File: config.mk
export PLATFORM = sky130hd
export DESIGN_NAME = edge_delay_cell
export DESIGN_NICKNAME = d
export VERILOG_FILES = /design/src/rtl/edc_pkg.sv /design/src/rtl/edc_tap_chain.sv /design/src/rtl/edc_tap_mux.sv /design/src/rtl/edc_edge_gate.sv /design/src/rtl/edge_delay_cell.sv
export SDC_FILE = /design/constraint.sdc
export NUM_CORES = 1
export LEC_CHECK = 0
export CAP_MARGIN = 5
export CORE_MARGIN = 2
export CORE_UTILIZATION = 35
export DETAILED_ROUTE_END_ITERATION = 12
export PLACE_DENSITY = 0.56
export SLEW_MARGIN = 0
export SYNTH_ARGS = -nofsm -noshare
export SYNTH_HDL_FRONTEND = slang
export SYNTH_SLANG_ARGS = --single-unit
File: constraint.sdc
create_clock -name clk -period 1.62 [get_ports clk]
set_input_delay 0.486 -clock clk [delete_from_list [all_inputs] [get_ports clk]]
set_output_delay 0.486 -clock clk [all_outputs]
set_load 0.05 [all_outputs]
File: src/rtl/edc_pkg.sv
`timescale 1ns/1ps
package edc_pkg;

  typedef enum logic [1:0] {
    EDGE_RISE = 2'd0,
    EDGE_FALL = 2'd1,
    EDGE_BOTH = 2'd2
  } edge_mode_e;

  // A new delay setting may be taken only when the cell is idle.
  function automatic logic sel_loadable(logic din, logic dout);
    return !din && !dout;
  endfunction

  // Combine the undelayed input with the selected tap for a given mode.
  function automatic logic edge_combine(edge_mode_e mode, logic din, logic tap);
    case (mode)
      EDGE_RISE: return din & tap;
      EDGE_FALL: return din | tap;
      default:   return tap;
    endcase
  endfunction

endpackage

File: src/rtl/edc_tap_chain.sv
`timescale 1ns/1ps
module edc_tap_chain #(
  parameter int DEPTH = 16
) (
  input  logic             clk,
  input  logic             rst_n,
  input  logic             din,
  output logic [DEPTH-1:0] taps
);

  logic [DEPTH-1:1] stage_q;

  always_ff @(posedge clk or negedge rst_n) begin
    if (!rst_n) begin
      stage_q <= '0;
    end else begin
      stage_q[1] <= din;
      for (int k = 2; k < DEPTH; k++) begin
        stage_q[k] <= stage_q[k-1];
      end
    end
  end

  // Tap 0 is the bypass; tap k is the input k cycles ago.
  assign taps = {stage_q, din};

endmodule

File: src/rtl/edc_tap_mux.sv
`timescale 1ns/1ps
module edc_tap_mux #(
  parameter int SEL_W = 4,
  localparam int DEPTH = 1 << SEL_W
) (
  input  logic [DEPTH-1:0] taps,
  input  logic [SEL_W-1:0] sel,
  output logic             tap_o
);

  assign tap_o = taps[sel];

endmodule

File: src/rtl/edc_edge_gate.sv
`timescale 1ns/1ps
module edc_edge_gate
  import edc_pkg::*;
#(
  parameter edge_mode_e MODE = EDGE_RISE
) (
  input  logic din,
  input  logic tap,
  output logic dout
);

  generate
    if (MODE == EDGE_RISE) begin : g_rise
      assign dout = din & tap;
    end else if (MODE == EDGE_FALL) begin : g_fall
      assign dout = din | tap;
    end else begin : g_both
      assign dout = tap;
    end
  endgenerate

endmodule

File: src/rtl/edge_delay_cell.sv
`timescale 1ns/1ps
module edge_delay_cell
  import edc_pkg::*;
#(
  parameter int         SEL_W = 4,
  parameter edge_mode_e MODE  = EDGE_RISE
) (
  input  logic             clk,
  input  logic             rst_n,
  input  logic             pulse_in,
  input  logic [SEL_W-1:0] dly_sel,
  output logic             pulse_out
);

  localparam int DEPTH = 1 << SEL_W;

  logic [SEL_W-1:0] sel_q;
  logic             sel_load;
  logic [DEPTH-1:0] line_taps;
  logic             tap_sel;

  // Applied setting: refreshed only while the cell is idle.
  assign sel_load = sel_loadable(pulse_in, pulse_out);

  always_ff @(posedge clk or negedge rst_n) begin
    if (!rst_n)        sel_q <= '0;
    else if (sel_load) sel_q <= dly_sel;
  end

  edc_tap_chain #(.DEPTH(DEPTH)) u_chain (
    .clk   (clk),
    .rst_n (rst_n),
    .din   (pulse_in),
    .taps  (line_taps)
  );

  edc_tap_mux #(.SEL_W(SEL_W)) u_mux (
    .taps  (line_taps),
    .sel   (sel_q),
    .tap_o (tap_sel)
  );

  edc_edge_gate #(.MODE(MODE)) u_gate (
    .din  (pulse_in),
    .tap  (tap_sel),
    .dout (pulse_out)
  );

  // ---------------- assertions ----------------
  p_sel_hold_r7: assert property (@(posedge clk) disable iff (!rst_n)
    (pulse_in || pulse_out) |=> $stable(sel_q));

  p_zero_delay_r2: assert property (@(posedge clk) disable iff (!rst_n)
    (sel_q == '0) |-> (pulse_out == pulse_in));

  p_reset_low_r8: assert property (@(posedge clk)
    (!rst_n && !pulse_in) |-> !pulse_out);

  generate
    if (MODE == EDGE_RISE) begin : g_chk_rise
      p_rise_gate_r3: assert property (@(posedge clk) disable iff (!rst_n)
        !pulse_in |-> !pulse_out);
    end else if (MODE == EDGE_FALL) begin : g_chk_fall
      p_fall_gate_r4: assert property (@(posedge clk) disable iff (!rst_n)
        pulse_in |-> pulse_out);
    end
  endgenerate

endmodule

* After elaboration in Yosys (flattened, before gate mapping)
Index checks and enable logic that the tools add are counted.
** Operators by class
- Order comparisons :: 1
- Multiplexer cells :: 2
- Reductions and logical operators :: 3
- Bitwise operators :: 1
** Operator list (number)
- 4-bit by 5-bit less-than comparator with 1-bit output (second input constant) :: 1
- 1-bit binary-select mux with 4-bit select :: 1
- 1-bit zero test :: 2
- 1-bit bitwise AND :: 1
- 1-bit logical AND :: 1
- 1-bit two-way mux :: 1
** Storage, ports and cells
- Word-level logic and storage cells :: 9
- Register bits :: 19
- Output and inout port bits :: 1

* Depth between registers and ports, before layout
Gate-level depths: netlist of run 1.
- Word-level depth :: 5
- Mapped depth :: 5
- Gate-level depth less buffers :: 4

* Modules after synthesis
From an unflattened synthesis of run 1, not the netlist that was laid out.
** Unflattened totals
- Cells, all modules :: 33
- Area total of the unflattened synthesis :: 695.7 um2
** Modules (own cells, without submodules)
- edc_tap_chain :: seq. area each 375.4 um2, times used 1, cells an instance 16, area each 382.9 um2
- edge_delay_cell :: seq. area each 100.1 um2, times used 1, cells an instance 9, area each 171.4 um2
- edc_tap_mux :: seq. area each 0.0 um2, times used 1, cells an instance 7, area each 135.1 um2
- edc_edge_gate :: seq. area each 0.0 um2, times used 1, cells an instance 1, area each 6.3 um2

* Least setup slack after synthesis of run 1
Ideal clock, no wire load.
- Kind :: reg2out
- From :: reg sel_q[0]
- To :: out pulse_out
- Setup slack :: -0.540 ns
- Data arrival time :: 1.674 ns
- Cell stages (with the launch flop) :: 5
- Cell sequence :: dfrtp_1 > buf_6 > mux4_2 > o211ai_2 > o22ai_1
** On the way
- Longest elaborated chain between the ends :: 3
** Ends and longest elaborated chain
- from (decl) :: line edge_delay_cell.sv:17 : logic [SEL_W-1:0] sel_q;
- from (signal assigned) :: line edge_delay_cell.sv:27 : else if (sel_load) sel_q <= dly_sel;
- 1-bit binary-select mux with 4-bit select :: line edc_tap_mux.sv:11 : assign tap_o = taps[sel];
- 1-bit two-way mux (not written as such) :: line edc_tap_mux.sv:11
- 1-bit bitwise AND :: line edc_edge_gate.sv:14 : assign dout = din & tap;
- to (decl) :: line edge_delay_cell.sv:12 : output logic pulse_out
No other way between the ends. The select of a mux whose other input is x is not followed.

* Worst setup path in the final report of run 1
Same ends and word-level chain as after synthesis.

==> flow_summary_export.csv, run 1 <==
group,metric,value,unit
power_and_ir_drop,p_int,0.682,mW
clock_network,clkSlewWorstSetupHoldPaths,100,ps
synth,synthMostInstantiatedCell,"dfrtp_1",
synth,yosys-top-cells-area,"dfrtp_1, mux4_2, mux2i_1",
setup_path,path_max_fanout,4,
synth,synth_edf_count,0,
placement,pre_cts_ws,-752,ps
power_and_ir_drop,p_per_area,1020,nW/um2
die,rows,15,
final_layout,drive_gt1_frac,0.350,
timing,period_minus_slack,2260,ps
final_layout,nFillCells,167,
placement,io_buffers,7,
clock_network,clockBufferDepth,2,
synth,async_reset_ff_frac,1.00,
power_and_ir_drop,pwr-share-comb,0.165,
final_layout,final-seq-area,477,um2
outcome,status,"complete, but fails checks",
clock_network,root_buffer,"clkbuf_4",
setup_path,worstPathRequired,1130,ps
power_and_ir_drop,p_leak,0.386,nW
clock_network,cts_tree,"yes",
timing,maxSlewViolCount,0,
synth,syn-num-nets,48,
synth,avgSynthCellArea,16.4,um2
synth,yosys_warnings,0,
setup_path,slowest_delay,500,ps
drt,viasPerCell,4.54,
die,die_x,47.9,um
timing,worstMarginPinSlew,306,ps
timing,rsz0062_at_grt,"yes",
setup_path,worst_setup_path_end_kind,"output pin",
setup_path,critPathLaunchType,"flip-flop",
drt,first_pass_iters,1,
setup_path,r2r_slack,650,ps
placement,gp_congestion,0.785,
die,start_util,0.382,
setup_path,crit_slowest_cell,"mux4_2",
global_route,antenna_found_initial,0,
die,core-area,1760,um2
timing,finalWorstSetupSlack,-643,ps
synth,synth_area,674,um2
timing,relSlewSlack,0.795,
global_route,overflow,0,
drt,detail-route-antenna-nets,0,
final_layout,diodes,0,
die,die_height,47.9,um
setup_path,cp.arrival,1780,ps
timing,period_share,1.40,
drt,wirelength,1120,um
power_and_ir_drop,peakVddDrop,0.000415,V
setup_path,critPathBufInv,1,
drt,routedWlPerCell,13.2,um
placement,place_inst,80,
die,die_area,2290,um2
synth,synth_common_cells,"dfrtp_1, mux2i_1, mux2_2, nand2_1",
min_path,min_path_type,"flip-flop to flip-flop",
placement,post-dp-hpwl,879,um
final_layout,final_cells,85,
final_layout,syn_to_final_growth,29.5,%
synth,synth.distinct_cells,14,
power_and_ir_drop,p_sw,0.212,mW
synth,synth_area_leader_cell,"dfrtp_1",
global_route,track_usage,0.112,
synth,synth_ff_type,"dfrtp_1",
global_route,grt_pass1_wl,1660,um
drt,initialDrtViolationCount,0,
die,io_pins,8,
setup_path,crit_type,"flip-flop to output pin",
clock_network,insertion_delay,280,ps
clock_network,clock-sinks,19,
setup_path,path_delay_family,"multiplexers",
synth,synth_top_area_share,0.705,
synth,yosys_register_bits,19,
power_and_ir_drop,seq_power_share,0.587,
outcome,violations,"negative setup slack",
final_layout,nets,68,
drt,drc_errors,0,
drt,vias,386,
timing,skew,3.70,ps
power_and_ir_drop,p_sw_frac,0.238,
power_and_ir_drop,pwr-share-clk,0.248,
synth,synthCells,41,
run,cap_violations,0,
clock_network,htree_levels,1,
timing,hold_viol,0,
global_route,grt_pass1_vias,387,
timing,fmaxAchievable,0.442,GHz
setup_path,path_cells,"mux4_2, o211ai_1, o22ai_4, buf_6",
timing,setup_tns,-643,ps
final_layout,multi_input_area,198,um2
global_route,grt_max_degree,20,
timing,setup_viol,1,
clock_network,cts_buffers,3,
synth,ys_seq_area_frac,0.705,
[per-stage QoR]
step	hold slack (ps)	power, mW	cell area (um2)	utilization
after floorplan	190	0.614	688	-
after global placement	358	0.672	836	0.474
after detailed placement	364	0.679	836	0.474
after CTS	387	0.912	873	0.495
after global routing	398	0.940	873	0.495
final	383	0.894	873	0.495
[state kept, by name, indices dropped and copies added (netlist names)]
name and count:
u_chain.stage_q 15, sel_q 4
[cells in the final DEF, fill, tap and decap left out, drive strengths merged]
master,instances
nor2b,1
clkbuf,4
dlygate4sd2,1
o21ai,1
mux2i,4
nand2b,1
nand2,3
clkdlybuf4s50,5
mux4,2
nand3,2
dfrtp,19
buf,10
inv,1
mux2,3
o22ai,1
o211ai,2
[layer usage]
metal	global-route usage	share of wire	wire [um]	vias to the layer above
li1	-	-	-	182
met1	0.130	0.48	537	198
met2	0.181	0.49	549	6
met3	0.0453	0.032	36	0
met4	0.0486	0	0	0
met5	0	0	0	-
[final cells by class]
cell class                 instances  share of cell area
timing repair buffer              16               0.158
clock buffer                       4              0.0301
multi-input combinational         20               0.226
inverter                           1             0.00430
tap                               25              0.0358
sequential                        19               0.546
[final timing paths]
check	from	to	cells after the start
setup / recovery	sel_q[0]$_DFFE_PN0P_	pulse_out	4
max in group asynchronous	rst_n	sel_q[0]$_DFFE_PN0P_	2
hold / removal	u_chain.stage_q[13]$_DFF_PN0_	u_chain.stage_q[14]$_DFF_PN0_	0
hold reg to reg	u_chain.stage_q[13]$_DFF_PN0_	u_chain.stage_q[14]$_DFF_PN0_	0
min in group asynchronous	rst_n	u_chain.stage_q[15]$_DFF_PN0_	2
setup reg to reg	sel_q[0]$_DFFE_PN0P_	sel_q[0]$_DFFE_PN0P_	2
[power groups by stage]
stage,clock network [mW],logic [mW],registers [mW]
after global placement,0,0.138,0.534
after floorplan,0,0.0883,0.526
after CTS,0.236,0.150,0.526
after detailed placement,0,0.142,0.536
final,0.222,0.147,0.525
after global routing,0.253,0.158,0.530
[cell families (layout without fill, tap and decap cells)]
family          count (synthesis)  after routing  share of synthesized area
compound gates                  4              4                     0.0464
buf+inv                         2             21                     0.0223
mux                             9              9                      0.176
simple gates                    7              7                     0.0501
flops                          19             19                      0.705
[worst reg2reg max path: cells and delay by family, from the launching register on]
family	cells	cell delay [ps]
mux	1	250
flops	1	460
buf+inv	1	160
[timing repair]
item / CTS / global route
setup buffers: 1 / 0
hold endpoints to repair: 0 / 0
gates resized for setup: 3 / 0
setup endpoints to repair: 1 / 1
pin swaps: 3 / 1
hold buffers: 0 / 0
(Power assumes the default switching activity.)
==> run 2, diff against run 1 <==
--- a/config.mk
+++ b/config.mk
@@ -14,3 +14,4 @@
 export SYNTH_ARGS = -nofsm -noshare
 export SYNTH_HDL_FRONTEND = slang
 export SYNTH_SLANG_ARGS = --single-unit
+export TNS_END_PERCENT = 50
==> results of run 2 <==
Same layout as run 1: the final DEF is identical, and so are final timing and power.
==> run 3, diff against run 2 <==
--- a/config.mk
+++ b/config.mk
@@ -5,6 +5,7 @@
 export SDC_FILE = /design/constraint.sdc
 export NUM_CORES = 1
 export LEC_CHECK = 0
+export ABC_CLOCK_PERIOD_IN_PS = 1620
 export CAP_MARGIN = 5
 export CORE_MARGIN = 2
 export CORE_UTILIZATION = 35
==> results of run 3 <==
Same layout as run 1: the final DEF is identical, and so are final timing and power.
